File: config.mk
export PLATFORM = sky130hd
export DESIGN_NAME = cmd_reg_buffer
export DESIGN_NICKNAME = d
export VERILOG_FILES = /design/src/rtl/cmdbuf_pkg.sv /design/src/rtl/cmdbuf_mode_strap.sv /design/src/rtl/cmdbuf_lane_map.sv /design/src/rtl/cmdbuf_data_stage.sv /design/src/rtl/cmdbuf_ctrl_stage.sv /design/src/rtl/cmd_reg_buffer.sv
export SDC_FILE = /design/constraint.sdc
export NUM_CORES = 1
export LEC_CHECK = 0
export BUFFER_PORTS_ARGS = -buffer_cell sky130_fd_sc_hd__buf_2
export CORE_MARGIN = 8
export CORE_UTILIZATION = 47
export DETAILED_ROUTE_END_ITERATION = 8
export PLACE_DENSITY = 0.77
export SYNTH_ARGS = -nofsm -noshare
export SYNTH_HDL_FRONTEND = slang
export SYNTH_SLANG_ARGS = --single-unit
File: constraint.sdc
create_clock -name clk -period 1.94 [get_ports clk]
set_input_delay 0 -clock clk [delete_from_list [all_inputs] [get_ports clk]]
set_output_delay 0 -clock clk [all_outputs]
set_load 0.01 [all_outputs]
File: src/rtl/cmdbuf_pkg.sv
package cmdbuf_pkg;

  typedef enum logic {
    FANOUT_SINGLE = 1'b0,
    FANOUT_DOUBLE = 1'b1
  } fanout_e;

  function automatic int unsigned out_width(int unsigned in_w, int unsigned half_w);
    return (in_w > 2 * half_w) ? in_w : 2 * half_w;
  endfunction

endpackage

File: src/rtl/cmdbuf_mode_strap.sv
module cmdbuf_mode_strap
  import cmdbuf_pkg::*;
(
  input  logic    clk,
  input  logic    rst_n,
  input  logic    strap_dual,
  output fanout_e mode
);

  fanout_e mode_q;

  always_ff @(posedge clk) begin
    if (!rst_n) begin
      mode_q <= fanout_e'(strap_dual);
    end
  end

  assign mode = mode_q;

  a_r8_mode_frozen: assert property (@(posedge clk) disable iff (!rst_n)
    rst_n |=> $stable(mode_q));

endmodule

File: src/rtl/cmdbuf_lane_map.sv
module cmdbuf_lane_map
  import cmdbuf_pkg::*;
#(
  parameter int IN_W   = 25,
  parameter int HALF_W = 14,
  parameter int OUT_W  = 28
) (
  input  fanout_e          mode,
  input  logic [IN_W-1:0]  din,
  output logic [OUT_W-1:0] mapped,
  output logic [OUT_W-1:0] active_mask
);

  for (genvar j = 0; j < OUT_W; j++) begin : g_lane
    logic single_bit;
    logic double_bit;
    logic single_act;
    logic double_act;

    if (j < IN_W) begin : g_single_used
      assign single_bit = din[j];
      assign single_act = 1'b1;
    end else begin : g_single_spare
      assign single_bit = 1'b0;
      assign single_act = 1'b0;
    end

    if (j < HALF_W) begin : g_double_low
      assign double_bit = din[j];
      assign double_act = 1'b1;
    end else if (j < 2 * HALF_W) begin : g_double_copy
      assign double_bit = din[j-HALF_W];
      assign double_act = 1'b0;
    end else begin : g_double_spare
      assign double_bit = 1'b0;
      assign double_act = 1'b0;
    end

    always_comb begin
      if (mode == FANOUT_DOUBLE) begin
        mapped[j]      = double_bit;
        active_mask[j] = double_act;
      end else begin
        mapped[j]      = single_bit;
        active_mask[j] = single_act;
      end
    end
  end

endmodule

File: src/rtl/cmdbuf_data_stage.sv
module cmdbuf_data_stage #(
  parameter int OUT_W = 28
) (
  input  logic             clk,
  input  logic             rst_n,
  input  logic             load,
  input  logic [OUT_W-1:0] mapped,
  input  logic [OUT_W-1:0] active_mask,
  input  logic             par_in,
  output logic [OUT_W-1:0] dout,
  output logic             par_err
);

  logic [OUT_W-1:0] dout_q;
  logic             par_q;
  logic             loaded_q;
  logic             err_q;
  logic             odd_now;

  always_ff @(posedge clk or negedge rst_n) begin
    if (!rst_n) begin
      dout_q   <= '0;
      par_q    <= 1'b0;
      loaded_q <= 1'b0;
    end else begin
      loaded_q <= load;
      if (load) begin
        dout_q <= mapped;
        par_q  <= par_in;
      end
    end
  end

  assign odd_now = (^(dout_q & active_mask)) ^ par_q;

  always_ff @(posedge clk or negedge rst_n) begin
    if (!rst_n) begin
      err_q <= 1'b0;
    end else if (loaded_q) begin
      err_q <= odd_now;
    end
  end

  assign dout    = dout_q;
  assign par_err = err_q;

  a_r4_hold_when_deselected: assert property (@(posedge clk) disable iff (!rst_n)
    !load |=> $stable(dout_q));

  a_r9_err_holds_without_load: assert property (@(posedge clk) disable iff (!rst_n)
    !loaded_q |=> $stable(err_q));

endmodule

File: src/rtl/cmdbuf_ctrl_stage.sv
module cmdbuf_ctrl_stage (
  input  logic clk,
  input  logic rst_n,
  input  logic cs_in,
  input  logic odt_in,
  input  logic cke_in,
  output logic cs_out,
  output logic odt_out,
  output logic cke_out
);

  logic [2:0] ctrl_q;

  always_ff @(posedge clk or negedge rst_n) begin
    if (!rst_n) begin
      ctrl_q <= 3'b000;
    end else begin
      ctrl_q <= {cke_in, odt_in, cs_in};
    end
  end

  assign cs_out  = ctrl_q[0];
  assign odt_out = ctrl_q[1];
  assign cke_out = ctrl_q[2];

endmodule

File: src/rtl/cmd_reg_buffer.sv
module cmd_reg_buffer
  import cmdbuf_pkg::*;
#(
  parameter int  IN_W   = 25,
  parameter int  HALF_W = 14,
  localparam int OUT_W  = int'(out_width(IN_W, HALF_W))
) (
  input  logic             clk,
  input  logic             rst_n,
  input  logic             strap_dual,
  input  logic             sel_a_n,
  input  logic             sel_b_n,
  input  logic [IN_W-1:0]  din,
  input  logic             odt_in,
  input  logic             cke_in,
  input  logic             par_in,
  output logic [OUT_W-1:0] dout,
  output logic             cs_out,
  output logic             odt_out,
  output logic             cke_out,
  output logic             par_err
);

  fanout_e          mode;
  logic [OUT_W-1:0] mapped;
  logic [OUT_W-1:0] active_mask;
  logic             load;

  assign load = !sel_a_n || !sel_b_n;

  cmdbuf_mode_strap u_strap (
    .clk        (clk),
    .rst_n      (rst_n),
    .strap_dual (strap_dual),
    .mode       (mode)
  );

  cmdbuf_lane_map #(
    .IN_W   (IN_W),
    .HALF_W (HALF_W),
    .OUT_W  (OUT_W)
  ) u_map (
    .mode        (mode),
    .din         (din),
    .mapped      (mapped),
    .active_mask (active_mask)
  );

  cmdbuf_data_stage #(
    .OUT_W (OUT_W)
  ) u_data (
    .clk         (clk),
    .rst_n       (rst_n),
    .load        (load),
    .mapped      (mapped),
    .active_mask (active_mask),
    .par_in      (par_in),
    .dout        (dout),
    .par_err     (par_err)
  );

  cmdbuf_ctrl_stage u_ctrl (
    .clk     (clk),
    .rst_n   (rst_n),
    .cs_in   (sel_a_n),
    .odt_in  (odt_in),
    .cke_in  (cke_in),
    .cs_out  (cs_out),
    .odt_out (odt_out),
    .cke_out (cke_out)
  );

  a_r3_load_low_lanes: assert property (@(posedge clk) disable iff (!rst_n)
    (!sel_a_n || !sel_b_n) |=> dout[HALF_W-1:0] == $past(din[HALF_W-1:0]));

  a_r5_ctrl_follow: assert property (@(posedge clk) disable iff (!rst_n)
    rst_n |=> (cs_out == $past(sel_a_n)) && (odt_out == $past(odt_in))
              && (cke_out == $past(cke_in)));

  a_r7_double_copies: assert property (@(posedge clk) disable iff (!rst_n)
    (mode == FANOUT_DOUBLE) |-> dout[HALF_W-1:0] == dout[2*HALF_W-1:HALF_W]);

  if (OUT_W > IN_W) begin : g_spare_chk
    a_r6_spare_low: assert property (@(posedge clk) disable iff (!rst_n)
      (mode == FANOUT_SINGLE) |-> dout[OUT_W-1:IN_W] == '0);
  end

endmodule

# After elaboration in Yosys (flattened, before gate mapping)
# Index checks and enable logic that the tools add are counted.
# W data, S select, Z words.
# totals
wordCells	27
in_bits	33
ff_bits	35
output_inout_bits	32
# classes
n_bitwise	2
reduce_logical	4
muxes	15
# op_table
operator	count
$and A28 B25 Y28	1
$reduce_xor A28 Y1	1
$mux W1	15
$logic_not A1 Y1	2
$logic_or A1 B1 Y1	1
$xor A1 B1 Y1	1

# Longest topological paths before layout
# Gate-level depths: netlist of the first run.
# depth
word_depth	4
ltp_mapped	6
depth_no_buf	6

# Modules after synthesis
# Synthesis of the first run repeated with hierarchy kept, for this count alone.
# unflattened
cells_unflattened	182
hier_area_um2	2130.8
# modules_own_cells
mod	cells_each	n_inst	seq_area_each_um2	area_each_um2
cmdbuf_data_stage	116	1	775.7	1498.9
cmdbuf_lane_map	60	1	0.0	519.2
cmdbuf_ctrl_stage	3	1	75.1	75.1
cmdbuf_mode_strap	2	1	30.0	33.8
cmd_reg_buffer	1	1	0.0	3.8

# Worst setup path before layout of the first run
# OpenSTA, ideal clock, no wires.
# synth_path
path_kind	register -> register
from	reg u_data.dout_q[6], in the netlist u_data.dout[6]
to	reg u_data.err_q, in the netlist u_data.par_err
setup_slack_ps	162
setup_ps	125
path_stages_with_launch	7
n_path_buf	0
arrival_time_ps	1653
period_less_slack_ps	1778
path_cell_list	dfrtp_1 -> xnor2_1 -> xnor2_1 -> xnor3_1 -> xnor2_1 -> xnor2_1 -> mux2_4
# synth_via
elab_chain_len	3
# synth_lines
element	line_no	text
start: declaration	cmdbuf_data_stage.sv:14	logic [OUT_W-1:0] dout_q;
start signal: assignment	cmdbuf_data_stage.sv:28	dout_q <= mapped;
$and A28 B25 Y28	cmdbuf_data_stage.sv:34	assign odd_now = (^(dout_q & active_mask)) ^ par_q;
$reduce_xor A28 Y1	cmdbuf_data_stage.sv:34	
$xor A1 B1 Y1	cmdbuf_data_stage.sv:34	
end signal: assignment	cmdbuf_data_stage.sv:40	err_q <= odd_now;
end: declaration	cmdbuf_data_stage.sv:17	logic err_q;
# No other way between the ends.
# A chain may end at the register's enable or synchronous reset.

# Final worst setup path of the first run
# Ends and elaborated chain as after synthesis.

==> results by group, run 1 <==
Clock network
  • Max clock buf depth: 2
  • Cts bufs inserted: 5
  • Clock Latency Late Sink: 0.33 ns
  • CTS Sinks: 35
  • CTS clk-pin slew, worst paths: 0.10 ns
  • CTS tree: yes
  • # H-tree levels: 2
  • Clk root buf: clkbuf_4

Power
  • Leakage power: 0.00117 uW
  • VDD IR max: 0.456 mV
  • Pwr per Cell Area: 818 nW/um^2

Timing
  • Min Tclk post-route: 1.85 ns
  • RSZ-0062 raised after global routing: no
  • Final Cycle Share: 95.3%
  • Final setup viols: 0
  • Clk_skew: 0.00534 ns
  • Slew @ Worst Pin: 0.432 ns
  • Max Clk Rate: between 0.5 and 0.6 GHz
  • Final Slew Violations: 0
  • Setup TNS: 0 ns
  • Rel. slew slack: 71.2%
  • Endpoints failing hold: 0

Placement
  • Port bufs: 64
  • Routability cong.: 0.703
  • Dpl hpwl: 2680 um

Logic synthesis
  • Most used flip-flop cell after synthesis: dfrtp_1
  • Share of the synthesized area in the top cell type: 53.9%
  • Synth Cell Area: 1580 um^2
  • Post-Syn Instances: 126
  • Asr flop ratio synth: 97.1%
  • Top-count cell post-synth: dfrtp_1
  • Number of synthesized flops with an enable pin: 1
  • Most frequent cells after synthesis: 34 x dfrtp_1, 18 x xnor2_1, 15 x mux2_2, 13 x nor2_1
  • Syn_area_per_cell: roughly 13 um^2
  • Sequential share of the synthesized area: 55.8%
  • Unique masters post-synth: 15
  • Warnings, synthesis: 0
  • Synth area leaders: dfrtp_1 54%, mux2_2 11%, xnor2_1 10%
  • Net Count, Synth: between 150 and 200
  • Leading area contributor after synthesis: dfrtp_1
  • FF+latch count, synth: 35

Routing
  • DRC Markers: 0
  • DRT Pass-1 Iters: 4
  • Iter 0 DRT Violations: 66
  • WL/cell: 14.7 um
  • Detailed-route via count: 1287
  • Post-Route WL: between 4000 and 5000 um
  • Final ANT Viol Nets: 0
  • Vias/cell: 4.65

Global routing
  • First-pass GRT wire length: 6480 um
  • Total global routing overflow: 0
  • Maximum number of pins on one net before global-route repair: between 40 and 50
  • Initial antenna violation count: 0
  • GRT Overall Usage: 15.9%
  • Vias in the first global route: 1378

Setup path
  • Critical path endpoint category: flop
  • Startpoint types: flop
  • Largest stage delay on the critical path: around 0.43 ns
  • Slowest-stage cell, CP: xnor3_1
  • Cell mode on critical path: xnor2_1
  • Critical path arrival: 2.07 ns
  • CP Max Fanout: 3
  • Critical Path RT: 2.16 ns
  • Worst-path cell chain: xnor2_1, xnor2_1, xnor3_1, xnor2_1, xnor2_1, mux2_4
  • Crit Path Class: flop to flop

Final layout
  • Nets: 262
  • Post-layout util: 73.0%
  • Share of cells above drive strength 1: 41.3%
  • Layout area overhead: 51.7%

Hold path
  • Worst hold path type: input pin to asynchronous set/reset pin

Floorplanning
  • CORE AREA: about 3300 um^2
  • Die ar.: 5470 um^2
  • Core Rows: 21
  • I/O Pins: 65
  • Die height: 74.0 um
  • Initial Util: 48.1%
  • Die Width: 74.0 um

Flow run
  • Max Cap Violations: 0

Status
  • Status: finished clean
## kinds of logic after synthesis
kind of cell	count (synthesis)	share of synthesized area, %
xor gates and xnor gates	23	14.5
buffers and inverters	7	1.66
AOI/OAI and AO/OA	11	3.49
and+or+nand+nor	23	5.94
muxes	27	18.6
DFF	35	55.8
## placed cells by master (no fill, tap or decap), drive strengths merged, types with 2 or more instances in the layout
master / n
clkbuf: 8
dfrtp: 34
mux2: 16
xnor2: 18
xnor3: 2
nand2: 4
nor2: 13
buf: 69
xor2: 3
mux2i: 11
nand3: 6
dlygate4sd3: 33
a21oi: 11
## where the power goes
group / leakage (uW) / internal [uW] / switching, uW
clock: 0.0000386 / 213 / 226
combinational: 0.000722 / 390 / 261
sequential: 0.000406 / 809 / 60.2
## what timing repair did
item,in CTS,in global routing
setup buffers,0,2
hold buffers,33,0
endpoints found under the setup margin,0,1
gates resized for setup,0,3
endpoints found under the hold margin,68,0
## flip-flops by register name, summed over array words and instances (netlist names)
signal and flops:
u_ctrl.ctrl_q 3, u_data.dout 28, u_data.loaded_q 1, u_data.par_err 1
u_data.par_q 1, u_strap.mode 1
## metal layers
layer	global-route usage (%)	vias to the layer above	wire length, um
met1	16.8	606	1530
met5	0	-	0
met2	27.4	35	2240
met4	10.2	0	110
met3	4.18	12	198
li1	-	634	-
## worst max-delay path, delay by kind of cell, from the launching register on
| family | cells | cell delay, ns |
|---|---|---|
| flip-flops | 1 | 0.41 |
| multiplexers | 1 | 0.26 |
| XOR/XNOR | 5 | 1.08 |
## path summary, 6_finish.rpt
kind	from	end	slack [ns]	cells past startpoint
worst max-delay path	u_data.dout[6]	u_data.par_err	0.09	6
worst min-delay path	rst_n	u_data.dout[25]	0.23	3
worst max register to register	u_data.dout[6]	u_data.par_err	0.09	6
worst min register to register	u_data.dout[25]	u_data.dout[25]	0.50	2
max in group asynchronous	rst_n	u_ctrl.ctrl_q[2]	1.41	3
min in group clk	cke_in	u_ctrl.ctrl_q[2]	0.30	2
## per-stage QoR
step / cell area, um^2 / hold WS, ns / instances / total power [uW] / setup WS, ns
floorplan: 1580 / -0.296 / 126 / 1290 / 0.162
global placement: 1960 / 0.0597 / 233 / 1450 / 0.151
detailed placement: 1960 / 0.0701 / 233 / 1470 / 0.0526
CTS: 2360 / 0.238 / 274 / 1970 / 0.0209
global route: 2390 / 0.256 / 276 / 2080 / 0.000135
finish: 2400 / 0.225 / 277 / 1960 / 0.0902
## cell type report
| type | instances | area, um^2 |
|---|---|---|
| fill | 226 | 888 |
| sequential | 35 | 881 |
| multi-input combinational | 84 | 694 |
| timing repair buffer | 102 | 688 |
| clock buffer | 8 | 68.8 |
| tap | 46 | 57.6 |
| inverter | 1 | 3.75 |
| antenna | 1 | 2.50 |
Power figures use the tool's default switching activity.
==> inputs of run 2 (changes only) <==
SETUP_SLACK_MARGIN = 0.4   (was default)
TNS_END_PERCENT = 50   (was default)
==> run 2 against run 1 <==
  * Via count up 1.9%
  * Clock skew is essentially flat
  * Worst setup slack improved by 0.020 ns
  * Sequential power is essentially flat
  * Register-to-register slack better by 0.02 ns
  * Global-route usage is 0.52 points higher
  * Hold slack improved by 0.0059 ns
  * Cell count is 1.1% lower
  * Largest cell class unchanged
  * Highest routed layer unchanged
==> results by group, run 2 (synthesis results as in run 1) <==
Clock network
  • Cts bufs inserted: 5 (unchanged)
  • Max clock buf depth: 2 (unchanged)
  • Postcts setup bufs: 0 (unchanged)
  • Clock Latency Late Sink: 0.34 ns (about the same)
  • # H-tree levels: 2 (unchanged)
  • CTS tree: yes
  • CTS clk-pin slew, worst paths: 0.10 ns (about the same)
  • CTS Sinks: 35 (unchanged)
  • # resized after CTS: 0 (unchanged)
  • Clk root buf: clkbuf_4

Timing
  • Setup TNS: 0 ns (unchanged)
  • Max Clk Rate: 0.547 GHz (+1.1%)
  • Min Tclk post-route: 1.83 ns (-0.0205 ns)
  • Endpoints failing hold: 0 (unchanged)
  • RSZ-0062 raised after global routing: yes
  • Slew @ Worst Pin: 0.432 ns (+0.000474 ns)
  • Final Slew Violations: 0 (unchanged)
  • Post-route setup slack: 0.111 ns (+0.0205 ns)
  • Final setup viols: 0 (unchanged)
  • Rel. slew slack: 71.2% (about the same)
  • Clk_skew: 0.00577 ns (+0.000425 ns)
  • Final Cycle Share: 94.3% (-1.1 points)

Setup path
  • Slowest-stage cell, CP: xnor3_1
  • R2R Path Start: u_data.dout[1]
  • Reg2reg end: u_data.par_err
  • Reg2reg setup slack: 0.11 ns (+0.02 ns)
  • CP delay by family, top: XOR/XNOR gates
  • Crit Path Class: flop to flop
  • CP Max Fanout: 3 (unchanged)
  • Startpoint types: flop
  • Critical path endpoint category: flop
  • Cell mode on critical path: xnor2_1
  • Worst path bufs/invs: 0 (unchanged)
  • Largest stage delay on the critical path: 0.44 ns (about the same)
  • R2R cell count: 6 (unchanged)
  • Worst-path cell chain: xor2_1, xnor2_1, xnor3_1, xnor2_1, xnor2_1, mux2_4
  • Critical path arrival: 2.07 ns (about the same)
  • Critical Path RT: 2.18 ns (+0.02 ns)

Flow run
  • Max Cap Violations: 0 (unchanged)

Placement
  • Post-Place Cells: 233 (unchanged)
  • Dpl hpwl: 2910 um (+8.5%)
  • Post-DP Area: 1960 um^2 (unchanged)
  • DP Worst Slack: 0.116 ns (+0.0635 ns)
  • Routability cong.: 0.831 (+18%)
  • Port bufs: 64 (unchanged)

Final layout
  • Share of cells above drive strength 1: 39.6% (-1.7 points)
  • Design area: 2350 um^2 (-2.0%)
  • Most frequent cells in the layout: 64 x buf_2, 34 x dfrtp_1, 32 x dlygate4sd3_1
  • Final Instance Count excl. Fillers: 274 (-1.1%)
  • Layout area overhead: 48.7%
  • Most common cell after layout, fill and taps aside: buf_2
  • Nets: 259 (-1.1%)
  • Fill cells: 226 (unchanged)
  • Max reg flops: 28 (unchanged)
  • Post-layout util: 71.5% (-1.4 points)

Floorplanning
  • Initial Util: 48.1% (unchanged)
  • Die Width: 74.0 um (unchanged)
  • Die ar.: 5470 um^2 (unchanged)
  • Core Rows: 21 (unchanged)
  • I/O Pins: 65 (unchanged)
  • CORE AREA: 3280 um^2 (unchanged)
  • Die height: 74.0 um (unchanged)

Routing
  • Final ANT Viol Nets: 0 (unchanged)
  • DRT Pass-1 Iters: 4 (unchanged)
  • Vias/cell: 4.79 (+3.1%)
  • DRC Markers: 0 (unchanged)
  • Post-Route WL: 4290 um (+5.2%)
  • Detailed-route via count: 1312 (+1.9%)
  • Iter 0 DRT Violations: 82 (+24%)
  • WL/cell: 15.6 um (+6.3%)

Power
  • Pwr per Cell Area: 834 nW/um^2 (+2.0%)
  • VDD IR max: 0.440 mV (-3.4%)
  • Leakage power: 0.00113 uW (-2.8%)

Global routing
  • Routing usage on met1: 17.1% (+0.27 points)
  • Maximum number of pins on one net before global-route repair: 42 (unchanged)
  • GR Layer Usage met3: 5.53% (+1.3 points)
  • Vias in the first global route: 1451 (+5.3%)
  • GR Util met2: 28.4% (+0.98 points)
  • First-pass GRT wire length: 6690 um (+3.2%)
  • GRT Max-Usage Layer: met2
  • Initial antenna violation count: 0 (unchanged)
  • Total global routing overflow: 0 (unchanged)
  • GRT Overall Usage: 16.4% (+0.52 points)

Status
  • Status: finished clean

Hold path
  • Worst hold path type: input pin to asynchronous set/reset pin
[run 2: worst register-to-register path: cells and delay by family, from the launching register on]
kind      cells  cell delay [ns]
xor+xnor      5             1.06
flops         1             0.41
mux           1             0.25
[run 2: final cells by class]
type / instances / area [um^2] / share of cell area (%)
Clock buffer: 8 / 68.8 / 2.93
Antenna cell: 1 / 2.50 / 0.107
Tap cell: 46 / 57.6 / 2.45
Timing Repair Buffer: 99 / 663 / 28.2
Sequential cell: 35 / 881 / 37.5
Inverter: 1 / 3.75 / 0.160
Multi-Input combinational cell: 84 / 672 / 28.6
[run 2: repair_timing]
action,4_1_cts,5_1_grt
endpoints found under the setup margin,1,1
hold buffers,32,0
endpoints found under the hold margin,68,0
[run 2: through the flow]
stage	total power, uW	hold WS, ns
floorplan	1280	-0.296
global placement	1440	0.0652
detailed placement	1480	0.0848
CTS	1980	0.241
global route	2070	0.267
finish	1960	0.231
[run 2: worst max path at each step]
stage	startpoint	end	slack [ns]	depth (start not counted)
2_1_floorplan	u_data.dout[1]	u_data.par_err	0.18	6
3_3_place_gp	u_data.dout[1]	u_data.par_err	0.20	6
3_5_place_dp	u_data.dout[1]	u_data.par_err	0.12	6
4_1_cts	u_data.dout[1]	u_data.par_err	0.11	6
5_1_grt	u_data.dout[1]	u_data.par_err	0.04	6
6_report	u_data.dout[1]	u_data.par_err	0.11	6
[run 2: power by group]
part	leakage, uW	total (uW)	switching [uW]	internal [uW]
Clock	0.0000386	453	240	213
Sequential	0.000406	870	60.4	809
Combinational	0.000689	636	263	372
Total	0.00113	1960	564	1400
[run 2: metal layers]
layer	wire length [um]	vias up
li1	-	625
met1	1640	628
met2	2240	45
met3	239	14
met4	170	0
met5	0	-
==> inputs of run 3 (changes only) <==
CORE_ASPECT_RATIO = 1.2   (was default)
==> run 3 against run 2 <==
  * Critical path depth is the same
  * Non-clock buffer count decreased by 9
  * Via count is 2.4% lower
  * Global-route usage fell by 0.61 points
  * Flip-flop and latch count stayed put
  * Sequential power hardly changed
  * Maximum frequency up 3.0%
  * Worst setup slack better by 0.053 ns
  * Cell count is 6.9% lower
  * Critical endpoint unchanged
==> results by group, run 3 (synthesis results as in run 1) <==
Status
  • Status: finished clean

Routing
  • Final ANT Viol Nets: 0 (unchanged)
  • Iter 0 DRT Violations: 60 (-27%)
  • Detailed-route via count: 1280 (-2.4%)
  • DRC Markers: 0 (unchanged)
  • Vias/cell: 5.02 (+4.8%)
  • DRT Pass-1 Iters: 4 (unchanged)
  • Post-Route WL: 4120 um (-3.8%)
  • WL/cell: 16.2 um (+3.4%)

Floorplanning
  • CORE AREA: 3280 um^2 (-0.11%)
  • Die height: 79.5 um (+7.5%)
  • Die ar.: 5480 um^2 (+0.14%)
  • Core Rows: 23 (+9.5%)
  • Initial Util: 48.1% (+0.055 points)
  • I/O Pins: 65 (unchanged)
  • Die Width: 68.9 um (-6.8%)

Power
  • VDD IR max: 0.621 mV (+41%)
  • Sequential Power Share: 43.4% (-1.0 points)
  • Internal: 1430 uW (+2.7%)
  • Pwr per Cell Area: 881 nW/um^2 (+5.6%)
  • Clock power share: 25.3% (+2.2 points)
  • Leakage power: 0.00112 uW (-1.4%)
  • Switching pwr: 572 uW (+1.5%)
  • Sw Share: 28.5% (-0.24 points)
  • Comb pwr share: 31.3% (-1.2 points)
  • Design Power: 2000 uW (+2.3%)

Global routing
  • First-pass GRT wire length: 6510 um (-2.6%)
  • Maximum number of pins on one net before global-route repair: 42 (unchanged)
  • Vias in the first global route: 1383 (-4.7%)
  • Initial antenna violation count: 0 (unchanged)
  • GRT Overall Usage: 15.8% (-0.61 points)
  • Total global routing overflow: 0 (unchanged)

Final layout
  • Most frequent cells in the layout: 64 x buf_2, 34 x dfrtp_1, 21 x dlygate4sd3_1
  • Layout area overhead: 44.1%
  • # diodes: 0 (-1)
  • Most common cell after layout, fill and taps aside: buf_2
  • Register area: 881 um^2 (unchanged)
  • Multi-input gate area: 694 um^2 (+3.4%)
  • Nets: 250 (-3.5%)
  • Post-layout util: 69.3% (-2.2 points)
  • Fill cells: 250 (+11%)
  • Final Instance Count excl. Fillers: 255 (-6.9%)
  • Max reg flops: 28 (unchanged)
  • Share of cells above drive strength 1: 43.1% (+3.5 points)

Timing
  • Slew @ Worst Pin: 0.436 ns (+0.00417 ns)
  • Rel. slew slack: 70.9% (-0.28 points)
  • Min Tclk post-route: 1.78 ns (-0.0530 ns)
  • Endpoints failing hold: 0 (unchanged)
  • Max Clk Rate: 0.563 GHz (+3.0%)
  • Clk_skew: 0.00437 ns (-0.00140 ns)
  • Final Slew Violations: 0 (unchanged)
  • Final Cycle Share: 91.6% (-2.7 points)
  • Setup TNS: 0 ns (unchanged)
  • RSZ-0062 raised after global routing: yes
  • Final setup viols: 0 (unchanged)

Setup path
  • Startpoint types: flop
  • Setup crit end: u_data.par_err
  • Critical path endpoint category: flop
  • Critical path arrival: 1.96 ns (-0.11 ns)
  • Reg2reg setup slack: 0.16 ns (+0.05 ns)
  • Worst-path cell chain: xnor2_2, xnor2_2, xnor3_1, xnor2_1, xnor2_1, mux2_4
  • Worst Setup SP: u_data.dout[6]
  • R2R Path Start: u_data.dout[6]
  • Crit Path Class: flop to flop
  • Largest stage delay on the critical path: 0.41 ns (-0.03 ns)
  • R2R cell count: 6 (unchanged)
  • CP Max Fanout: 2 (-1)
  • Slowest-stage cell, CP: dfrtp_1
  • Reg2reg end: u_data.par_err
  • Critical Path RT: 2.12 ns (-0.06 ns)

Clock network
  • CTS clk-pin slew, worst paths: 0.07 ns (-0.03 ns)
  • Clk root buf: clkbuf_8
  • Max clock buf depth: 2 (unchanged)
  • CTS Sinks: 35 (unchanged)
  • # H-tree levels: 2 (unchanged)
  • Clock Latency Late Sink: 0.29 ns (-0.05 ns)
  • CTS tree: yes
  • Cts bufs inserted: 5 (unchanged)

Placement
  • Port bufs: 64 (unchanged)
  • Dpl hpwl: 2930 um (+0.87%)
  • Routability cong.: 0.705 (-15%)
  • Post-Place Cells: 224 (-3.9%)

Flow run
  • Max Cap Violations: 0 (unchanged)

Hold path
  • Worst Min Path Start: din[23]
  • Worst hold path type: input pin to flop
  • Hold depth: 3
run 3: cell type report:
type | instances | area share, %
Multi-Input combinational cell | 84 | 30.5
Tap cell | 37 | 2.04
Clock buffer | 7 | 3.36
Clock inverter | 1 | 0.220
Timing Repair Buffer | 90 | 25.0
Inverter | 1 | 0.165
Sequential cell | 35 | 38.7
run 3: stage by stage:
step	setup slack [ns]	instance area, um^2	hold WS [ns]
after global routing	0.0783	2270	0.0340
final	0.164	2270	0.0145
after CTS	0.138	2270	0.0138
after floorplan	0.177	1580	-0.296
after detailed placement	0.0923	1950	0.0814
after global placement	0.186	1950	0.0718
run 3: power groups by stage:
| stage | combinational (uW) | clock (uW) | sequential, uW |
|---|---|---|---|
| after floorplan | 371 | 0 | 912 |
| after global placement | 568 | 0 | 877 |
| after detailed placement | 585 | 0 | 883 |
| after CTS | 638 | 512 | 870 |
| after global routing | 684 | 541 | 883 |
| final | 627 | 507 | 870 |
run 3: per-layer routing:
layer	track usage, %	part of all wire [%]	vias to the layer above
li1	-	-	603
met1	16.2	36	621
met2	26.5	54	40
met3	5.62	5.8	16
met4	9.46	4.3	0
met5	0	0	-
run 3: what timing repair did:
item / CTS / global route
pin swaps: 6 / 2
hold buffers: 21 / 0
resized for setup: 3 / 0
endpoints found under the hold margin: 57 / 0
setup endpoints to repair: 1 / 1
setup buffers: 2 / 0
cloned: 0 / 0
run 3: critical path: cells and delay by family (launching register included):
| family | cells | cell delay [ns] |
|---|---|---|
| muxes | 1 | 0.25 |
| DFF | 1 | 0.41 |
| xor gates and xnor gates | 5 | 1.01 |
run 3: how the worst min path moves through the flow:
| stage | end |
|---|---|
| after floorplan | u_ctrl.ctrl_q[0] |
| after global placement | u_ctrl.ctrl_q[0] |
| after detailed placement | u_data.dout[7] |
| after CTS | u_data.dout[14] |
| after global routing | u_data.dout[17] |
| final | u_data.dout[23] |
